File: config.mk
export PLATFORM = sky130hd
export DESIGN_NAME = dma_req_arbiter
export DESIGN_NICKNAME = d
export VERILOG_FILES = /design/src/rtl/dma_arb_pkg.sv /design/src/rtl/dma_req_qualify.sv /design/src/rtl/dma_prio_pick.sv /design/src/rtl/dma_grant_ctrl.sv /design/src/rtl/dma_req_arbiter.sv
export SDC_FILE = /design/constraint.sdc
export NUM_CORES = 1
export LEC_CHECK = 0
export ABC_AREA = 0
export BUFFER_PORTS_ARGS = -buffer_cell sky130_fd_sc_hd__buf_4
export CAP_MARGIN = 30
export CORE_ASPECT_RATIO = 0.5
export CORE_MARGIN = 10
export CORE_UTILIZATION = 25
export CTS_CLUSTER_DIAMETER = 60
export DETAILED_ROUTE_END_ITERATION = 12
export PLACE_DENSITY = 0.47
export SLEW_MARGIN = 20
export SYNTH_ARGS = -nofsm -noshare
export SYNTH_HDL_FRONTEND = slang
export SYNTH_SLANG_ARGS = --single-unit
File: constraint.sdc
create_clock -name clk -period 5.4 [get_ports clk]
set_input_delay 1.62 -clock clk [delete_from_list [all_inputs] [get_ports clk]]
set_output_delay 1.62 -clock clk [all_outputs]
set_load 0.02 [all_outputs]
File: src/rtl/dma_arb_pkg.sv
package dma_arb_pkg;

  localparam int unsigned MAX_CH = 32;

  // Index of the least significant set bit, 0 when none is set.
  function automatic int unsigned lowest_set(input logic [MAX_CH-1:0] v);
    lowest_set = 0;
    for (int i = MAX_CH - 1; i >= 0; i--) begin
      if (v[i]) lowest_set = i;
    end
  endfunction

  // Beats granted for one arbitration: 2^r for bursts, one otherwise.
  function automatic int unsigned beat_count(input logic is_burst, input int unsigned r);
    beat_count = is_burst ? (32'd1 << r) : 32'd1;
  endfunction

endpackage

File: src/rtl/dma_req_qualify.sv
module dma_req_qualify #(
  parameter int NCH   = 8,
  parameter int IDX_W = 5
) (
  input  logic             clk,
  input  logic             rst_n,
  input  logic             glob_en,
  input  logic [NCH-1:0]   ch_en,
  input  logic [NCH-1:0]   req_mask,
  input  logic [NCH-1:0]   burst_only,
  input  logic [NCH-1:0]   per_single,
  input  logic [NCH-1:0]   per_burst,
  input  logic [NCH-1:0]   hold_vec,
  input  logic             sw_wr,
  input  logic [IDX_W-1:0] sw_ch,
  input  logic [NCH-1:0]   take_vec,
  output logic [NCH-1:0]   cand,
  output logic [NCH-1:0]   cand_burst
);

  logic [NCH-1:0] sw_pend;
  logic [NCH-1:0] burst_ok;
  logic [NCH-1:0] single_ok;

  for (genvar i = 0; i < NCH; i++) begin : g_ch
    // A strobe only hits implemented channels; larger indices match nothing.
    logic sw_hit;
    assign sw_hit = sw_wr && (sw_ch == IDX_W'(i));

    always_ff @(posedge clk or negedge rst_n) begin
      if (!rst_n)           sw_pend[i] <= 1'b0;
      else if (sw_hit)      sw_pend[i] <= 1'b1;
      else if (take_vec[i]) sw_pend[i] <= 1'b0;
    end

    always_comb begin
      burst_ok[i]   = per_burst[i] && !req_mask[i];
      single_ok[i]  = per_single[i] && !req_mask[i] && !burst_only[i];
      cand[i]       = glob_en && ch_en[i] && !hold_vec[i] &&
                      (burst_ok[i] || single_ok[i] || sw_pend[i]);
      cand_burst[i] = burst_ok[i] || sw_pend[i];
    end

    p_mask_blocks_r2: assert property (@(posedge clk) disable iff (!rst_n)
      (req_mask[i] && !sw_pend[i]) |-> !cand[i]);

    p_single_ignored_r3: assert property (@(posedge clk) disable iff (!rst_n)
      (burst_only[i] && !per_burst[i] && !sw_pend[i]) |-> !cand[i]);

    p_disabled_out_r6: assert property (@(posedge clk) disable iff (!rst_n)
      (!glob_en || !ch_en[i]) |-> !cand[i]);
  end

endmodule

File: src/rtl/dma_prio_pick.sv
module dma_prio_pick #(
  parameter int NCH = 8,
  parameter int CW  = 3
) (
  input  logic           clk,
  input  logic           rst_n,
  input  logic [NCH-1:0] cand,
  input  logic [NCH-1:0] hi_prio,
  output logic           win_valid,
  output logic [CW-1:0]  win_ch,
  output logic [NCH-1:0] win_onehot
);
  import dma_arb_pkg::*;

  logic [NCH-1:0]    hi_cand;
  logic [NCH-1:0]    pool;
  logic [MAX_CH-1:0] pool_wide;

  always_comb begin
    hi_cand   = cand & hi_prio;
    pool      = (|hi_cand) ? hi_cand : cand;
    pool_wide = '0;
    pool_wide[NCH-1:0] = pool;
    win_valid  = |cand;
    win_ch     = CW'(lowest_set(pool_wide));
    win_onehot = win_valid ? (NCH'(1) << win_ch) : '0;
  end

  p_winner_is_cand_r6: assert property (@(posedge clk) disable iff (!rst_n)
    win_valid |-> cand[win_ch]);

  p_urgent_first_r5: assert property (@(posedge clk) disable iff (!rst_n)
    (win_valid && (|(cand & hi_prio))) |-> hi_prio[win_ch]);

endmodule

File: src/rtl/dma_grant_ctrl.sv
module dma_grant_ctrl #(
  parameter int NCH    = 8,
  parameter int CW     = 3,
  parameter int RATE_W = 4,
  parameter int BEAT_W = 16
) (
  input  logic              clk,
  input  logic              rst_n,
  input  logic              win_valid,
  input  logic [CW-1:0]     win_ch,
  input  logic              win_burst,
  input  logic [RATE_W-1:0] win_rate,
  input  logic              beat_done,
  input  logic              xfer_end,
  input  logic [NCH-1:0]    line_any,
  input  logic [NCH-1:0]    hold_req,
  output logic              gv,
  output logic [CW-1:0]     gch,
  output logic              gburst,
  output logic [BEAT_W-1:0] gbeats,
  output logic [NCH-1:0]    hold_vec,
  output logic              start,
  output logic              stop
);
  import dma_arb_pkg::*;

  logic [BEAT_W-1:0] remaining;
  logic [BEAT_W-1:0] load_beats;

  always_comb begin
    load_beats = BEAT_W'(beat_count(win_burst, int'(win_rate)));
    start      = win_valid && !gv;
    stop       = gv && (xfer_end || (beat_done && remaining == BEAT_W'(1)));
  end

  always_ff @(posedge clk or negedge rst_n) begin
    if (!rst_n) begin
      gv        <= 1'b0;
      gch       <= '0;
      gburst    <= 1'b0;
      gbeats    <= '0;
      remaining <= '0;
    end else if (start) begin
      gv        <= 1'b1;
      gch       <= win_ch;
      gburst    <= win_burst;
      gbeats    <= load_beats;
      remaining <= load_beats;
    end else if (stop) begin
      gv        <= 1'b0;
    end else if (gv && beat_done) begin
      remaining <= remaining - BEAT_W'(1);
    end
  end

  for (genvar i = 0; i < NCH; i++) begin : g_hold
    always_ff @(posedge clk or negedge rst_n) begin
      if (!rst_n)                        hold_vec[i] <= 1'b0;
      else if (stop && gch == CW'(i))    hold_vec[i] <= hold_req[i] && line_any[i];
      else if (!line_any[i])             hold_vec[i] <= 1'b0;
    end

    p_hold_ends_r9: assert property (@(posedge clk) disable iff (!rst_n)
      (hold_vec[i] && !line_any[i]) |=> !hold_vec[i]);
  end

  p_grant_held_r8: assert property (@(posedge clk) disable iff (!rst_n)
    (gv && !xfer_end && !beat_done) |=> (gv && $stable(gch) && $stable(gbeats)));

  p_stop_drops_r8: assert property (@(posedge clk) disable iff (!rst_n)
    stop |=> !gv);

  p_single_one_beat_r4: assert property (@(posedge clk) disable iff (!rst_n)
    (gv && !gburst) |-> gbeats == BEAT_W'(1));

endmodule

File: src/rtl/dma_req_arbiter.sv
module dma_req_arbiter #(
  parameter  int NCH    = 8,
  parameter  int RATE_W = 4,
  parameter  int IDX_W  = 5,
  localparam int CW     = (NCH > 1) ? $clog2(NCH) : 1,
  localparam int BEAT_W = 1 << RATE_W
) (
  input  logic                  clk,
  input  logic                  rst_n,
  input  logic                  glob_en,
  input  logic [NCH-1:0]        ch_en,
  input  logic [NCH-1:0]        req_mask,
  input  logic [NCH-1:0]        burst_only,
  input  logic [NCH-1:0]        hi_prio,
  input  logic [NCH-1:0]        hold_req,
  input  logic [NCH*RATE_W-1:0] rate_sel,
  input  logic [NCH-1:0]        per_single,
  input  logic [NCH-1:0]        per_burst,
  input  logic                  sw_wr,
  input  logic [IDX_W-1:0]      sw_ch,
  input  logic                  beat_done,
  input  logic                  xfer_end,
  output logic                  grant_valid,
  output logic [CW-1:0]         grant_ch,
  output logic                  grant_burst,
  output logic [BEAT_W-1:0]     grant_beats,
  output logic [NCH-1:0]        ch_active
);

  logic [NCH-1:0]    cand, cand_burst, hold_vec, take_vec, win_onehot, line_any;
  logic              win_valid, win_burst, start, stop;
  logic [CW-1:0]     win_ch;
  logic [RATE_W-1:0] win_rate;

  always_comb begin
    line_any  = per_single | per_burst;
    win_burst = cand_burst[win_ch];
    win_rate  = rate_sel[int'(win_ch) * RATE_W +: RATE_W];
    take_vec  = start ? win_onehot : '0;
    ch_active = hold_vec | (grant_valid ? (NCH'(1) << grant_ch) : '0);
  end

  dma_req_qualify #(.NCH(NCH), .IDX_W(IDX_W)) u_qual (
    .clk(clk), .rst_n(rst_n), .glob_en(glob_en), .ch_en(ch_en),
    .req_mask(req_mask), .burst_only(burst_only),
    .per_single(per_single), .per_burst(per_burst), .hold_vec(hold_vec),
    .sw_wr(sw_wr), .sw_ch(sw_ch), .take_vec(take_vec),
    .cand(cand), .cand_burst(cand_burst)
  );

  dma_prio_pick #(.NCH(NCH), .CW(CW)) u_pick (
    .clk(clk), .rst_n(rst_n), .cand(cand), .hi_prio(hi_prio),
    .win_valid(win_valid), .win_ch(win_ch), .win_onehot(win_onehot)
  );

  dma_grant_ctrl #(.NCH(NCH), .CW(CW), .RATE_W(RATE_W), .BEAT_W(BEAT_W)) u_ctrl (
    .clk(clk), .rst_n(rst_n), .win_valid(win_valid), .win_ch(win_ch),
    .win_burst(win_burst), .win_rate(win_rate), .beat_done(beat_done),
    .xfer_end(xfer_end), .line_any(line_any), .hold_req(hold_req),
    .gv(grant_valid), .gch(grant_ch), .gburst(grant_burst),
    .gbeats(grant_beats), .hold_vec(hold_vec), .start(start), .stop(stop)
  );

  p_held_not_picked_r9: assert property (@(posedge clk) disable iff (!rst_n)
    start |-> !hold_vec[win_ch]);

  p_reset_quiet_r1: assert property (@(posedge clk) disable iff (!rst_n)
    $rose(grant_valid) |-> $past(win_valid));

endmodule

## After elaboration in Yosys (flattened, before gate mapping)

Index checks and enable logic that the tools add are counted.

| operators by class | value |
|---|---|
| $add $sub $neg | 1 |
| magnitude comparators | 1 |
| equal/unequal tests | 24 |
| shift-type cells | 4 |
| mux-type cells | 52 |
| bitwise operators | 3 |
| reductions and logical operators | 141 |

Operators by type and width:

| operator | count |
|---|---|
| 1-bit logical AND | 76 |
| 16-bit 2-to-1 mux | 4 |
| 1-bit 2-to-1 mux | 35 |
| 8-bit 2-to-1 mux | 4 |
| 32-bit by 6-bit variable part select with 4-bit output | 1 |
| 1-bit logical NOT | 25 |
| 1-bit logical OR | 25 |
| 3-bit 2-to-1 mux | 8 |
| 5-bit by 3-bit == test with 1-bit output, second input constant | 4 |
| 2-bit nonzero test | 10 |
| 2-bit inequality test, second input constant | 9 |
| 16-bit by 1-bit == test with 1-bit output, second input constant | 1 |
| 8-bit bitwise OR | 2 |
| 8-bit OR reduction | 2 |
| 1-bit by 3-bit left shift with 8-bit output, first input constant | 2 |
| 1-bit by 4-bit left shift with 16-bit output, first input constant | 1 |
| 16-bit by 1-bit subtractor with 16-bit output, second input constant | 1 |
| 3-bit == test, second input constant | 4 |
| 5-bit by 2-bit == test with 1-bit output, second input constant | 2 |
| 8-bit AND | 1 |
| 3-bit by 2-bit == test with 1-bit output, second input constant | 2 |
| 5-bit by 1-bit == test with 1-bit output, second input constant | 1 |
| 5-bit logical NOT | 1 |
| 3-bit by 4-bit less-than comparator with 1-bit output, second input constant | 1 |
| 4 further kinds | 4 |

| storage, ports and cells | value |
|---|---|
| register bits after elaboration | 53 |
| bits of input ports | 99 |

## Longest topological paths before layout

Gate-level depths: netlist (run 1).

| logic depth | value |
|---|---|
| depth after elaboration | 22 |
| mapped depth | 17 |
| mapped depth without buffers | 12 |

## By module

A second synthesis (run 1) with hierarchy kept.

| second synthesis, totals | value |
|---|---|
| cell total of the unflattened synthesis | 433 |
| area total of the unflattened synthesis | 3,947.5 um^2 |

By module, submodules not included:

| module | instances | cells an instance | area each (um^2) | seq. area each (um^2) |
|---|---|---|---|---|
| dma_grant_ctrl | 1 | 272 | 2,508.7 | 1,126.1 |
| dma_req_qualify | 1 | 72 | 591.8 | 200.2 |
| dma_req_arbiter | 1 | 45 | 524.3 | 0.0 |
| dma_prio_pick | 1 | 44 | 322.8 | 0.0 |

## Worst setup path after synthesis (run 1)

No wires, ideal clock.

| timing path | value |
|---|---|
| kind | input to register |
| start | input req_mask[7] |
| end | register u_ctrl.remaining[0] |
| setup time | 0.094 ns |
| data arrival time | 5.280 ns |
| data required time | 5.306 ns |
| slack | 0.026 ns |
| stages on the path | 13 |
| path buffers | 1 |
| path through | or3b_4 -> a311oi_4 -> a22oi_1 -> and3_1 -> buf_6 -> a21oi_1 -> o211ai_1 -> a311oi_2 -> mux2_2 -> a221o_1 -> a211o_1 -> or3b_1 -> a221oi_2 |

| between the ends | value |
|---|---|
| longest elaborated chain between the ends | 21 |
| elaborated cells between the ends (all ways) | 30 |
| those cells by class | 1 x eq/ne; 2 x shift; 13 x mux; 1 x bitwise; 13 x reduce/logical |

Ends and longest elaborated chain:

| what | line | RTL |
|---|---|---|
| start, declared | dma_req_arbiter.sv:12 | `input logic [NCH-1:0] req_mask,` |
| 1-bit logical NOT * | dma_req_qualify.sv:37, dma_req_qualify.sv:38 |  |
| 1-bit logical AND (2 in a row) | dma_req_qualify.sv:38 | `single_ok[i] = per_single[i] && !req_mask[i] && !burst_only[i];` |
| 1-bit logical OR (2 in a row) | dma_req_qualify.sv:40 | `(burst_ok[i] \|\| single_ok[i] \|\| sw_pend[i]);` |
| 1-bit logical AND | dma_req_qualify.sv:39 | `cand[i] = glob_en && ch_en[i] && !hold_vec[i] &&` |
| 8-bit AND | dma_prio_pick.sv:20 | `hi_cand = cand & hi_prio;` |
| 8-bit OR reduction | dma_prio_pick.sv:21 | `pool = (\|hi_cand) ? hi_cand : cand;` |
| 8-bit 2-to-1 mux | dma_prio_pick.sv:21 |  |
| 3-bit 2-to-1 mux (8 in a row) | dma_arb_pkg.sv:9 | `if (v[i]) lowest_set = i;` |
| 32-bit by 6-bit variable part select with 4-bit output or 1-bit binary-select mux with 3-bit select (tied branches) | dma_req_arbiter.sv:38, dma_req_arbiter.sv:37 |  |
| 1-bit by 4-bit left shift with 16-bit output or 1-bit 2-to-1 mux (tied branches) | dma_arb_pkg.sv:15, dma_req_arbiter.sv:37 |  |
| 16-bit 2-to-1 mux | dma_arb_pkg.sv:15 | `beat_count = is_burst ? (32'd1 << r) : 32'd1;` |
| 16-bit 2-to-1 mux | dma_grant_ctrl.sv:43 | `end else if (start) begin` |
| end signal, assigned | dma_grant_ctrl.sv:48 | `remaining <= load_beats;` |
| end signal, assigned | dma_grant_ctrl.sv:52 | `remaining <= remaining - BEAT_W'(1);` |
| end, declared | dma_grant_ctrl.sv:27 | `logic [BEAT_W-1:0] remaining;` |

Every way passes the cells marked *; elsewhere a longest branch is shown, timed or not. The select of a mux whose other input is x is not followed.
A chain may end at the register's enable or synchronous reset.

## Final worst setup path (run 1)

Same ends and word-level chain as after synthesis.

==> results of run 1 <==
[layout make-up]
| class | instances | area [sq um] | area share |
|---|---|---|---|
| clock buffers | 6 | 139 | 0.0264 |
| well taps | 198 | 248 | 0.0471 |
| multi-input cells | 343 | 2190 | 0.417 |
| clock inverters | 2 | 17.5 | 0.00333 |
| flip-flops and latches | 53 | 1330 | 0.252 |
| repair buffers | 169 | 1270 | 0.241 |
| inverters | 17 | 63.8 | 0.0121 |
[Yosys cell counts (4+ instances only)]
master	instances	area share
nor2_1	40	0.041
mux2i_1	4	0.011
a21o_1	8	0.016
inv_1	17	0.017
o221ai_1	4	0.0096
a21oi_1	15	0.021
nand3_1	12	0.016
a311oi_1	4	0.0096
nor3b_1	5	0.010
o32ai_1	4	0.0096
o21ai_0	17	0.023
nor2b_1	8	0.014
and3_1	5	0.0086
or3b_1	6	0.014
nor4_1	6	0.010
o21ai_1	7	0.0096
o21a_1	4	0.0082
nand2_1	61	0.063
o22ai_1	11	0.019
xnor2_1	10	0.024
nand2b_1	9	0.015
clkbuf_1	12	0.012
o31ai_1	8	0.016
nor3_1	16	0.022
nand3b_1	4	0.0082
o21bai_1	4	0.0082
dfrtp_1	53	0.36
[critical path, stage by stage]
cell and delay [ns]:
buf_4 0.11, or3b_4 0.40, a311oi_4 0.34, a22oi_1 0.12, and3_1 0.26, a21oi_2 0.19, o211ai_1 0.14, a311oi_2 0.34
buf_4 0.21, mux2_2 0.34, a221o_1 0.37, a211o_1 0.33, or3b_1 0.39, a221oi_2 0.23
[cell families (layout without fill, tap and decap cells)]
kind of cell	after synthesis	after routing	synth area share
AO/OA/AOI/OAI	130	130	0.273
XOR/XNOR	11	11	0.0264
adder cells (fa/ha/maj)	2	2	0.00685
buffers and inverters	35	194	0.0432
flip-flops	53	53	0.363
multiplexers	8	8	0.0233
AND/OR/NAND/NOR	192	192	0.264
[sequential cells by signal, indices dropped and copies added (netlist names)]
signal            count
u_ctrl.hold_vec       8
u_ctrl.remaining     16
u_ctrl.gburst         1
u_ctrl.gch            3
u_ctrl.gbeats        16
u_ctrl.gv             1
u_qual.sw_pend        8
[power by group]
group | switching [mW] | internal (mW) | total (mW)
clock | 0.153 | 0.187 | 0.340
sequential | 0.156 | 0.543 | 0.699
combinational | 0.823 | 0.653 | 1.48
total | 1.13 | 1.38 | 2.52
[worst min path at each step]
stage	from	endpoint	slack, ns	cells past startpoint
floorplan	u_qual.sw_pend[6]	u_qual.sw_pend[6]	0.47	2
global placement	u_ctrl.gburst	u_ctrl.gburst	0.47	1
detailed placement	u_ctrl.gbeats[5]	u_ctrl.gbeats[5]	0.47	2
CTS	u_ctrl.gbeats[3]	u_ctrl.gbeats[3]	0.49	2
global route	u_ctrl.gburst	u_ctrl.gburst	0.51	1
finish	u_ctrl.gbeats[9]	u_ctrl.gbeats[9]	0.49	2
[routing by layer]
layer  GRT usage  wire, um  vias up  part of all wire
met1       0.170      6250     1795              0.45
met4      0.0291       151        0             0.011
met2       0.228      6750       74              0.49
met3      0.0253       660       10             0.048
li1            -         -     1908                 -
met5           0         0        -                 0
[per-stage QoR]
step / util / power (mW) / std cells / setup slack (ns) / setup TNS, ns
3_5_place_dp: 0.353 / 2.18 / 780 / -0.141 / -0.239
6_report: 0.365 / 2.52 / 788 / 0.210 / 0
5_1_grt: 0.365 / 2.72 / 788 / 0.00797 / 0
2_1_floorplan: - / 1.55 / 431 / 0.0262 / 0
3_3_place_gp: 0.353 / 2.18 / 780 / -0.0673 / -0.129
4_1_cts: 0.364 / 2.53 / 788 / 0.158 / 0
==> flow_summary.yaml, run 1 <==
detailed_routing:
  first_pass_iters: 5
  wl_per_cell_um: 17.5
  vias: 3787
  vias_per_cell: 4.81
  drc: 0
  wl_um: 13800
  first_iter_violations: 177
  antenna_left: 0
floorplanning:
  die_y_um: 105
  initial_core_util: 0.254
  core.rowCount: 31
  ios: 128
  die_area_sq_um: 20100
  core_area_sq_um: 14400
  dieWidth_um: 191
worst_hold_path:
  hold_class: "reg -> reg"
logic_synthesis:
  synth_seq_cells: 53
  synth_area_sq_um: 3650
  seq_area_frac_synth: 0.363
  synthArstFlopShare: 1.00
  synth_edf_count: 0
  synth_cell_type_count: 73
  yosysWarnings: 0
  synth_ff_type: "dfrtp_1"
  syn_avg_cell_area_sq_um: 8.47
  synthCells: 431
  synth_nets: 532
cells_and_area:
  drive_gt1_frac: 0.344
  fillers: 1517
  syn_to_final_growth_pct: 43.9
  antenna_cells: 0
  fin_nets: 690
  finalInstanceArea_sq_um: 5260
  final_cell_mix: "169 x buf_4, 61 x nand2_1, 53 x dfrtp_1"
  final_common_cell: "buf_4"
flow_run:
  drv_cap: 0
setup_path:
  crit_end: "u_ctrl.remaining[0]"
  worstSetupPathType: "in -> reg"
  reg2regPathDepth: 13
  regToRegEndpoint: "u_ctrl.remaining[0]"
  cp.required_ns: 5.61
  arrival_ns: 5.40
  r2r-start: "u_qual.sw_pend[0]"
  cp-start-kind: "input pin"
  rrSetupSlack_ns: 1.36
  crit_fanout: 6
  end_kind: "flop"
  startpoint: "req_mask[7]"
grt:
  globalRouteOverflowTotal: 0
  groute.usage.overall: 0.133
  grt_pass1_vias: 3973
  antenna_found_initial: 0
  grt_pass1_wl_um: 21600
  grt_start_max_net_pins: 54
timing:
  slew-limit-headroom: 0.526
  min_period_ns: 5.19
  worstMarginPinSlew_ns: 0.711
  final.period_utilization: 0.961
  slew_viol_final: 0
  clock_skew_ns: 0.0122
  grt_setup_unrepaired: "false"
  maxClockFrequency_ghz: 0.193
  setup_viol: 0
  hold_ws_ns: 0.486
  finalHoldViolations: 0
placed_design:
  io_buffer_count: 127
  placed_cell_area_sq_um: 5070
  place_congestion: 0.833
  hpwl_um: 11300
cts:
  insertion_delay_ns: 0.30
  cts_root_buf: "clkbuf_16"
  cts_resized: 0
  cts_tree: "done"
  h-tree-depth: 2
  clkTransAtPathRegs_ns: 0.07
  clkSinkCount: 53
  hold_buffers: 0
  cts_buffers: 5
  clk_path_buf_depth: 2
  post_cts_buffers: 0
power:
  p_leak_nw: 2.43
  ir_worst_vdd_uv: 159
  p_per_area_nw_per_um2: 479
outcome:
  outcome: "finished, final reports clean"
No activity file was read; power rests on OpenSTA's default activity.
==> inputs of run 2 (changes only) <==
--- a/config.mk
+++ b/config.mk
@@ -13,7 +13,8 @@
 export CORE_UTILIZATION = 25
 export CTS_CLUSTER_DIAMETER = 60
 export DETAILED_ROUTE_END_ITERATION = 12
-export PLACE_DENSITY = 0.47
+export PLACE_DENSITY = 0.44
+export SETUP_SLACK_MARGIN = 0.4
 export SLEW_MARGIN = 20
 export SYNTH_ARGS = -nofsm -noshare
 export SYNTH_HDL_FRONTEND = slang
==> run 2 against run 1 <==
Compared with the run above:
- via count decreased by 0.55%
- routed wire length is 1.6% higher
- count of clock-buffer cells in the layout shrank 1
- setup slack better by 0.27 ns
- sequential cell count unchanged
- largest cell class unchanged
- core utilization is 0.31 points lower
- critical path depth is the same
- clock skew decreased by 0.0074 ns
==> flow_summary.yaml, run 2 (synthesis results as in run 1) <==
floorplanning:
  die_area_sq_um: 20100
  core_area_sq_um: 14400
  die_y_um: 105
  core.rowCount: 31
  ios: 128
  dieWidth_um: 191
  initial_core_util: 0.254
cells_and_area:
  final_cell_mix: "152 x buf_4, 61 x nand2_1, 53 x dfrtp_1"
  final_common_cell: "buf_4"
  syn_to_final_growth_pct: 42.7
  instances_no_fill: 772
  fin_nets: 674
  finalInstanceArea_sq_um: 5210
  antenna_cells: 0
  reg.largest.list: "u_ctrl.gbeats (16), u_ctrl.remaining (16)"
  fillers: 1514
  drive_gt1_frac: 0.338
  post-route-util: 0.362
worst_hold_path:
  hold_class: "reg -> reg"
  hold_start: "u_ctrl.gbeats[5]"
  whs_endpoint: "u_ctrl.gbeats[5]"
  hold_path_depth: 2
setup_path:
  r2r-start: "u_qual.sw_pend[0]"
  worstSetupPathType: "in -> reg"
  crit_fanout: 7
  cp-start-kind: "input pin"
  arrival_ns: 5.13
  rrSetupSlack_ns: 1.66
  end_kind: "flop"
  regToRegEndpoint: "u_ctrl.remaining[0]"
  reg2regPathDepth: 12
  cp.required_ns: 5.61
timing:
  setup_viol: 0
  grt_setup_unrepaired: "true"
  slew-limit-headroom: 0.530
  hold_ws_ns: 0.483
  final.period_utilization: 0.911
  clock_skew_ns: 0.00484
  worstMarginPinSlew_ns: 0.705
  finalHoldViolations: 0
  min_period_ns: 4.92
  slew_viol_final: 0
  maxClockFrequency_ghz: 0.203
  fin_tns_setup_ns: 0
placed_design:
  place_inst: 761
  io_buffer_count: 127
  hpwl_um: 11300
  place_congestion: 0.813
  placed_cell_area_sq_um: 4990
cts:
  insertion_delay_ns: 0.30
  h-tree-depth: 2
  cts_root_buf: "clkbuf_16"
  clkTransAtPathRegs_ns: 0.08
  clk_path_buf_depth: 2
  cts_buffers: 5
  cts_tree: "done"
  clkSinkCount: 53
  hold_buffers: 0
detailed_routing:
  wl_um: 14000
  vias: 3766
  wl_per_cell_um: 18.2
  antenna_left: 0
  first_pass_iters: 4
  drc: 0
  first_iter_violations: 197
  vias_per_cell: 4.88
grt:
  grt_start_max_net_pins: 54
  grt_pass1_vias: 3860
  grt_pass1_wl_um: 21900
  globalRouteOverflowTotal: 0
  groute.usage.overall: 0.136
  antenna_found_initial: 0
power:
  p_per_area_nw_per_um2: 488
  ir_worst_vdd_uv: 173
  p_leak_nw: 2.38
flow_run:
  drv_cap: 0
outcome:
  outcome: "finished, final reports clean"
## run 2: routing by layer
| metal | routed length (um) | GRT usage | up-vias | part of all wire |
|---|---|---|---|---|
| met1 | 6520 | 0.175 | 1823 | 0.46 |
| met5 | 0 | 0 | - | 0 |
| met4 | 45 | 0.0240 | 0 | 0.0032 |
| met3 | 542 | 0.0283 | 2 | 0.039 |
| met2 | 6930 | 0.231 | 60 | 0.49 |
| li1 | - | - | 1881 | - |
## run 2: repair_timing
item,in CTS,in global routing
gates resized for setup,1,7
hold endpoints to repair,0,0
buffers inserted,2,1
pin swaps,2,6
endpoints found under the setup margin,2,26
## run 2: area by class of cell
| type | instances | area, sq um | share of cell area |
|---|---|---|---|
| Tap cell | 198 | 248 | 0.0475 |
| Timing Repair Buffer | 153 | 1160 | 0.223 |
| Sequential cell | 53 | 1330 | 0.255 |
| Clock buffer | 5 | 125 | 0.0240 |
| Multi-Input combinational cell | 343 | 2240 | 0.430 |
| Inverter | 17 | 63.8 | 0.0122 |
| Clock inverter | 3 | 47.5 | 0.00912 |
## run 2: report_power, final
| part | total (mW) | internal, mW | switching (mW) |
|---|---|---|---|
| logic | 1.45 | 0.629 | 0.824 |
| registers | 0.700 | 0.543 | 0.158 |
| clock network | 0.390 | 0.223 | 0.167 |
| total | 2.54 | 1.39 | 1.15 |
## run 2: stage by stage
stage,power (mW),worst slack (ns)
final,2.54,0.483
after global routing,2.75,0.308
after CTS,2.55,0.441
after detailed placement,2.14,0.0381
after global placement,2.14,0.0579
after floorplan,1.57,0.314
## run 2: how the worst max path moves through the flow
stage	start	end	slack, ns	depth (start not counted)
after global routing	per_burst[0]	u_ctrl.remaining[0]	0.31	14
after floorplan	req_mask[7]	u_ctrl.remaining[0]	0.31	13
after detailed placement	per_burst[0]	u_ctrl.remaining[0]	0.04	14
final	req_mask[3]	u_ctrl.remaining[0]	0.48	14
after CTS	req_mask[2]	u_ctrl.remaining[0]	0.44	14
after global placement	req_mask[2]	u_ctrl.remaining[0]	0.06	14
## run 2: worst max-delay path, cell delays in order
cell	delay (ns)
buf_4	0.11
or3b_1	0.39
a311oi_2	0.37
nand2_1	0.09
o211a_2	0.19
a21o_1	0.20
o211a_1	0.17
a311oi_4	0.31
buf_12	0.16
mux2_4	0.29
a221o_1	0.33
a211o_1	0.28
or3b_4	0.40
a221oi_2	0.21
